--- config.mk ---
export PLATFORM = sky130hd
export DESIGN_NAME = mem_trk_queue
export DESIGN_NICKNAME = d
export VERILOG_FILES = /design/src/rtl/mtq_pkg.sv /design/src/rtl/mtq_ptr_ctrl.sv /design/src/rtl/mtq_entry_store.sv /design/src/rtl/mem_trk_queue.sv
export SDC_FILE = /design/constraint.sdc
export NUM_CORES = 2
export LEC_CHECK = 0
export ABC_AREA = 0
export BUFFER_PORTS_ARGS = -buffer_cell sky130_fd_sc_hd__buf_2
export CAP_MARGIN = 10
export CORE_MARGIN = 3
export CORE_UTILIZATION = 55
export DETAILED_ROUTE_END_ITERATION = 12
export GPL_TIMING_DRIVEN = 0
export PLACE_DENSITY = 0.78
export SYNTH_ARGS = -nofsm -noshare
export SYNTH_HDL_FRONTEND = slang
export SYNTH_SLANG_ARGS = --single-unit
export TNS_END_PERCENT = 1
--- constraint.sdc ---
create_clock -name clk -period 4.55 [get_ports clk]
set_input_delay 0.455 -clock clk [delete_from_list [all_inputs] [get_ports clk]]
set_output_delay 0.455 -clock clk [all_outputs]
set_load 0.02 [all_outputs]
--- src/rtl/mtq_pkg.sv ---
`timescale 1ns/1ps
// Shared encodings for the memory access tracking queue.
package mtq_pkg;
    // Access type held per entry and reported at the head.
    typedef enum logic {
        ACC_LOAD  = 1'b0,
        ACC_STORE = 1'b1
    } acc_kind_e;
endpackage

--- src/rtl/mtq_ptr_ctrl.sv ---
`timescale 1ns/1ps
// Head/tail pointers and occupancy counter of the tracking queue.
// Assumes: squash_idx names a live entry; alloc_fire never occurs with squash.
module mtq_ptr_ctrl #(
    parameter int DEPTH = 16,
    parameter int IDX_W = 4
) (
    input  logic             clk,
    input  logic             rst_n,
    input  logic             alloc_fire,
    input  logic             deq_fire,
    input  logic             squash_valid,
    input  logic [IDX_W-1:0] squash_idx,
    output logic [IDX_W-1:0] head,
    output logic [IDX_W-1:0] tail,
    output logic             full,
    output logic             empty
);
    localparam int               CNT_W = IDX_W + 1;
    localparam logic [IDX_W-1:0] LAST  = IDX_W'(DEPTH - 1);
    localparam logic [CNT_W-1:0] CAP   = CNT_W'(DEPTH);

    logic [CNT_W-1:0] count;
    logic [CNT_W-1:0] kept;

    function automatic logic [IDX_W-1:0] step_idx(input logic [IDX_W-1:0] p);
        return (p == LAST) ? '0 : p + 1'b1;
    endfunction

    // Entries surviving a squash: distance from head to squash_idx, plus one.
    always_comb begin
        if (squash_idx >= head)
            kept = {1'b0, squash_idx} - {1'b0, head} + CNT_W'(1);
        else
            kept = {1'b0, squash_idx} + CAP - {1'b0, head} + CNT_W'(1);
    end

    // Pointer and occupancy update; squash overrides tail and count.
    always_ff @(posedge clk) begin
        if (!rst_n) begin
            head  <= '0;
            tail  <= '0;
            count <= '0;
        end else begin
            if (deq_fire)
                head <= step_idx(head);
            if (squash_valid) begin
                tail  <= step_idx(squash_idx);
                count <= kept - CNT_W'(deq_fire);
            end else begin
                if (alloc_fire)
                    tail <= step_idx(tail);
                count <= count + CNT_W'(alloc_fire) - CNT_W'(deq_fire);
            end
        end
    end

    assign full  = (count == CAP);
    assign empty = (count == '0);
endmodule

--- src/rtl/mtq_entry_store.sv ---
`timescale 1ns/1ps
// Per-entry state of the tracking queue and the head read-out.
// Assumes: allocation and a perform/retire never target the same entry in one cycle.
module mtq_entry_store
    import mtq_pkg::*;
#(
    parameter int DEPTH = 16,
    parameter int IDX_W = 4,
    parameter int AW    = 32,
    parameter int DW    = 32,
    parameter int TW    = 8
) (
    input  logic             clk,
    input  logic             rst_n,
    input  logic             alloc_fire,
    input  logic [IDX_W-1:0] alloc_at,
    input  acc_kind_e        alloc_kind,
    input  logic             perf_valid,
    input  logic [IDX_W-1:0] perf_idx,
    input  logic [TW-1:0]    perf_tag,
    input  logic [AW-1:0]    perf_addr,
    input  logic [DW-1:0]    perf_data,
    input  logic             ret_valid,
    input  logic [IDX_W-1:0] ret_idx,
    input  logic [IDX_W-1:0] head,
    output acc_kind_e        hd_kind,
    output logic             hd_retired,
    output logic             hd_performed,
    output logic [TW-1:0]    hd_tag,
    output logic [AW-1:0]    hd_addr,
    output logic [DW-1:0]    hd_data
);
    logic [DEPTH-1:0]    kind_v;
    logic [DEPTH-1:0]    ret_v;
    logic [DEPTH-1:0]    perf_v;
    logic [DEPTH*TW-1:0] tag_v;
    logic [DEPTH*AW-1:0] addr_v;
    logic [DEPTH*DW-1:0] data_v;

    for (genvar g = 0; g < DEPTH; g++) begin : g_entry
        localparam logic [IDX_W-1:0] MY_IDX = IDX_W'(g);
        acc_kind_e     kind_q;
        logic          ret_q;
        logic          perf_q;
        logic [TW-1:0] tag_q;
        logic [AW-1:0] addr_q;
        logic [DW-1:0] data_q;

        // One entry: cleared on allocation, marked by perform and retire events.
        always_ff @(posedge clk) begin
            if (!rst_n) begin
                kind_q <= ACC_LOAD;
                ret_q  <= 1'b0;
                perf_q <= 1'b0;
                tag_q  <= '0;
                addr_q <= '0;
                data_q <= '0;
            end else if (alloc_fire && alloc_at == MY_IDX) begin
                kind_q <= alloc_kind;
                ret_q  <= 1'b0;
                perf_q <= 1'b0;
                tag_q  <= '0;
                addr_q <= '0;
                data_q <= '0;
            end else begin
                if (perf_valid && perf_idx == MY_IDX) begin
                    perf_q <= 1'b1;
                    tag_q  <= perf_tag;
                    data_q <= perf_data;
                    addr_q <= (kind_q == ACC_STORE) ? perf_addr : '0;
                end
                if (ret_valid && ret_idx == MY_IDX)
                    ret_q <= 1'b1;
            end
        end

        assign kind_v[g]             = (kind_q == ACC_STORE);
        assign ret_v[g]              = ret_q;
        assign perf_v[g]             = perf_q;
        assign tag_v[g*TW +: TW]     = tag_q;
        assign addr_v[g*AW +: AW]    = addr_q;
        assign data_v[g*DW +: DW]    = data_q;
    end

    assign hd_kind      = kind_v[head] ? ACC_STORE : ACC_LOAD;
    assign hd_retired   = ret_v[head];
    assign hd_performed = perf_v[head];
    assign hd_tag       = tag_v[head*TW +: TW];
    assign hd_addr      = addr_v[head*AW +: AW];
    assign hd_data      = data_v[head*DW +: DW];
endmodule

--- src/rtl/mem_trk_queue.sv ---
`timescale 1ns/1ps
// Tracking queue for memory accesses running beside the reorder buffer.
// Entries live from dispatch until retired and performed; the head is then
// offered to the counting logic with its perform-time interval tag.
// Assumes: events address live entries, retirement in order, squash only
// at a non-retired live index with no other event in that cycle.
module mem_trk_queue
    import mtq_pkg::*;
#(
    parameter int DEPTH = 16,
    parameter int AW    = 32,
    parameter int DW    = 32,
    parameter int TW    = 8,
    localparam int IDX_W = $clog2(DEPTH)
) (
    input  logic             clk,
    input  logic             rst_n,
    input  logic             alloc_valid,
    input  logic             alloc_is_store,
    output logic             alloc_ready,
    output logic [IDX_W-1:0] alloc_idx,
    output logic             full,
    input  logic             perf_valid,
    input  logic [IDX_W-1:0] perf_idx,
    input  logic [AW-1:0]    perf_addr,
    input  logic [DW-1:0]    perf_data,
    input  logic [TW-1:0]    cur_interval,
    input  logic             ret_valid,
    input  logic [IDX_W-1:0] ret_idx,
    input  logic             squash_valid,
    input  logic [IDX_W-1:0] squash_idx,
    output logic             deq_valid,
    input  logic             deq_ready,
    output logic             deq_is_store,
    output logic [TW-1:0]    deq_tag,
    output logic [AW-1:0]    deq_addr,
    output logic [DW-1:0]    deq_data
);
    logic [IDX_W-1:0] head;
    logic [IDX_W-1:0] tail;
    logic             empty;
    logic             alloc_fire;
    logic             deq_fire;
    acc_kind_e        hd_kind;
    logic             hd_retired;
    logic             hd_performed;

    assign alloc_ready = !full && !squash_valid;
    assign alloc_fire  = alloc_valid && alloc_ready;
    assign alloc_idx   = tail;
    assign deq_valid   = !empty && hd_retired && hd_performed;
    assign deq_fire    = deq_valid && deq_ready;
    assign deq_is_store = (hd_kind == ACC_STORE);

    mtq_ptr_ctrl #(.DEPTH(DEPTH), .IDX_W(IDX_W)) u_ptr (
        .clk          (clk),
        .rst_n        (rst_n),
        .alloc_fire   (alloc_fire),
        .deq_fire     (deq_fire),
        .squash_valid (squash_valid),
        .squash_idx   (squash_idx),
        .head         (head),
        .tail         (tail),
        .full         (full),
        .empty        (empty)
    );

    mtq_entry_store #(.DEPTH(DEPTH), .IDX_W(IDX_W), .AW(AW), .DW(DW), .TW(TW)) u_store (
        .clk          (clk),
        .rst_n        (rst_n),
        .alloc_fire   (alloc_fire),
        .alloc_at     (tail),
        .alloc_kind   (alloc_is_store ? ACC_STORE : ACC_LOAD),
        .perf_valid   (perf_valid),
        .perf_idx     (perf_idx),
        .perf_tag     (cur_interval),
        .perf_addr    (perf_addr),
        .perf_data    (perf_data),
        .ret_valid    (ret_valid),
        .ret_idx      (ret_idx),
        .head         (head),
        .hd_kind      (hd_kind),
        .hd_retired   (hd_retired),
        .hd_performed (hd_performed),
        .hd_tag       (deq_tag),
        .hd_addr      (deq_addr),
        .hd_data      (deq_data)
    );
endmodule

==> results.md <==
- Min-Delay Path Class: input port to flip-flop
- # fillers: roughly 7900
- Switching share of total power: 24.5%
- RSZ-0062 raised after global routing: no
- Core region area: around 94000 um^2
- Slowest stage delay, CP: between 1000 and 1500 ps
- P&R area growth vs syn: 12.4%
- Layout Nets: 6391
- Final WL: about 210000 um
- Clk sink count: 1213
- DRC Markers: 0
- Top cell type's share of synthesized area: 46.1%
- Die area: 99400 um^2
- Iter 0 DRT Violations: 8697
- TritonCTS clock tree: yes
- PortBufs: 98
- Leading area contributor after synthesis: dfxtp_1
- Non-filler cells in the finished layout: 7653
- Syn_nets: 6159
- Cts hold-fix bufs: 0
- Fin Hold WS: 69.4 ps
- FP Rows: 112
- CTS clock-pin slew for the worst setup and hold paths: about 60 ps
- Overall Power: ~0.022 W
- Req. time, crit path: a little over 4000 ps
- Leakage power: between 15 and 20 nW
- Ports: 172
- Max-slew headroom: 6.65%
- Clk_skew: 15.3 ps
- Most common cell in the netlist: nand2_1
- Placed instance count: between 7000 and 8000
- Max VDD drop: 0.000332 V
- GRT met1 Usage: just under 50%
- Dominant synthesized flop cell: dfxtp_1
- Number of global-route vias before repair: roughly 47000
- Ys Warns: 0
- Pins Over Slew Limit: 0
- Crit Path Class: flip-flop to primary output
- Met3 GRT Util: 18.1%
- Top cells by instance count after synthesis: 1836 x nand2_1, 1213 x dfxtp_1, 1176 x a21oi_1, 535 x nand3_1, 416 x clkbuf_1
- Sw Pwr: 0.00549 W
- Top delay family on crit path: buffers and inverters
- Largest net degree at the start of global routing: 17
- H-tree levels: 3
- Post-DR wirelength/cell: ~28 um
- Crit path DAT: roughly 4200 ps
- GRT Residual Overflow: 0
- Run status: finished with violations
- Avg Cell Area, Syn: 8.71 um^2
- FFs w/ async S/R, synth: 0%
- Worst Max-Slew Pin Slew: 1400 ps
- Flop pwr share: 47.9%
- Clock buffer depth: 3
- Antenna violations before repair: 26
- Total GRT Usage: 41.4%
- Drt pass-1 iters: 9
- FMAX: 215 MHz
- Crit-path cells: buf_6 -> buf_6 -> buf_2 -> clkbuf_1 -> mux4_2 -> mux4_2 -> buf_2
- Hold violation count in the final report: 0
- Clock Latency Late Sink: 740 ps
- Post-synthesis register bit count: around 1200
- Initial core utilization: 55.9%
- Placed Area: 54900 um^2
- Design area: about 60000 um^2
- Failing checks: setup timing
- Share of cells above drive strength 1: 14.6%
- Final period util: 102%
- Int Pwr: about 0.017 W
- Pwr/cell area: 380 nW/um^2
- RD Place Congestion: 1.01
- Startpoint Class: flip-flop
- Die Ht: roughly 320 um
- Crit end category: primary output
- Via/cell ratio: 6.60
- CP bufs+invs: 5
- First-pass GRT wire length: 303000 um
- DIE WIDTH: 315 um
- Synth area leaders: dfxtp_1 46%, mux4_2 16%, nand2_1 13%
- Crit Path Max Fanout: 10
- EDFF count, synth: 0
- Setup violators final: 2
- Via count: between 50000 and 60000
- Total CTS buffers: 120
- Mapped Area: about 53000 um^2
- Clock Power Share: 46.6%
- ANT nets after route: 0
- Post-layout min period: 4650 ps
- Combinational fraction of design power: 5.5%
- Met2 Usage GRT: 59.6%
- Synth Instances: ~6000
- Top Usage Layer GRT: met2
- Dpl hpwl: 150000 um
- Reported max-cap violation count: 0
- CP max-delay cell: clkbuf_1
- Final core occ: 62.8%
- PnR worst setup slack: -100 ps
- Sequential element share of the synthesized area: a little under half
- CTS root buffer: clkbuf_16
- Synth unique cells: 57
worst reg2reg max path: stages (launching register included):
cell,delay [ps]
dfxtp_1,360
inv_2,360
buf_2,680
buf_2,610
ha_1,390
fa_1,390
xor2_1,190
nor3b_1,260
xnor3_1,260
xor2_1,170
a21oi_1,80
cell type report:
class / count / area, um^2 / area share (%)
Clock buffer: 174 / 3580 / 6.05
Multi-Input combinational cell: 4139 / 25300 / 42.8
Inverter: 22 / 82.6 / 0.140
Clock inverter: 42 / 534 / 0.903
Buffer: 667 / 2970 / 5.02
Sequential cell: 1213 / 24300 / 41.1
Tap cell: 1254 / 1570 / 2.65
Timing Repair Buffer: 110 / 713 / 1.21
Antenna cell: 32 / 80.1 / 0.135
final timing paths:
check,from,to,slack (ps),depth (start not counted)
worst min-delay path,perf_data[28],u_store.g_entry[1].data_q[28]$_SDFFE_PP0P_,70,3
worst max-delay path,u_ptr.head[1]$_SDFFE_PN0P_,deq_tag[7],-100,7
worst min register to register,u_store.g_entry[2].addr_q[18]$_SDFFE_PP0P_,u_store.g_entry[2].addr_q[18]$_SDFFE_PP0P_,450,2
worst max register to register,u_ptr.head[2]$_SDFFE_PN0P_,u_ptr.count[4]$_SDFF_PN0_,650,10
power groups by stage:
stage               clock, W  combinational (W)  sequential (W)
global route          0.0108            0.00125          0.0108
finish                0.0105            0.00123          0.0108
global placement           0            0.00112          0.0110
detailed placement         0            0.00115          0.0110
floorplan                  0           0.000663          0.0110
CTS                   0.0104            0.00115          0.0108
flip-flops by register name, summed over array words and instances, names as in the netlist:
name	cells
u_ptr.count	5
u_ptr.head	4
u_ptr.tail	4
u_store.g_entry.addr_q	512
u_store.g_entry.data_q	512
u_store.g_entry.kind_q	16
u_store.g_entry.perf_q	16
u_store.g_entry.ret_q	16
u_store.g_entry.tag_q	128
cells in the final DEF (no fill, tap or decap), types with 33 or more instances in the layout:
| master | count |
|---|---|
| nand2_1 | 1836 |
| dfxtp_1 | 1213 |
| a21oi_1 | 1176 |
| nand3_1 | 535 |
| clkbuf_1 | 431 |
| mux4_2 | 365 |
| buf_2 | 292 |
| clkbuf_16 | 122 |
| nor2_1 | 78 |
| clkbuf_8 | 33 |
per-stage QoR:
| step | TNS [ps] | setup WS, ps |
|---|---|---|
| after floorplan | 0 | 1580 |
| after global placement | 0 | 682 |
| after detailed placement | 0 | 653 |
| after CTS | 0 | 51.7 |
| after global routing | 0 | 30.4 |
| final | -110 | -100 |
kinds of logic after synthesis:
family / share of synthesized area [%]
and+or+nand+nor: 19.6
DFF: 46.1
AOI/OAI and AO/OA: 11.6
buffers and inverters: 5.78
muxes: 16.0
adders and majority gates: 0.661
xor gates and xnor gates: 0.193
routing by layer:
layer  wire (um)  vias up
met5          85        -
li1            -    21132
met4       17600        8
met3       34300     1111
met2       88700     4295
met1       71600    23946
timing repair:
action / in CTS / in global routing
gates resized for setup: 2 / 5
cloned: 0 / 0
setup endpoints to repair: 19 / 9
setup buffers: 0 / 0
Power figures use the tool's default switching activity.
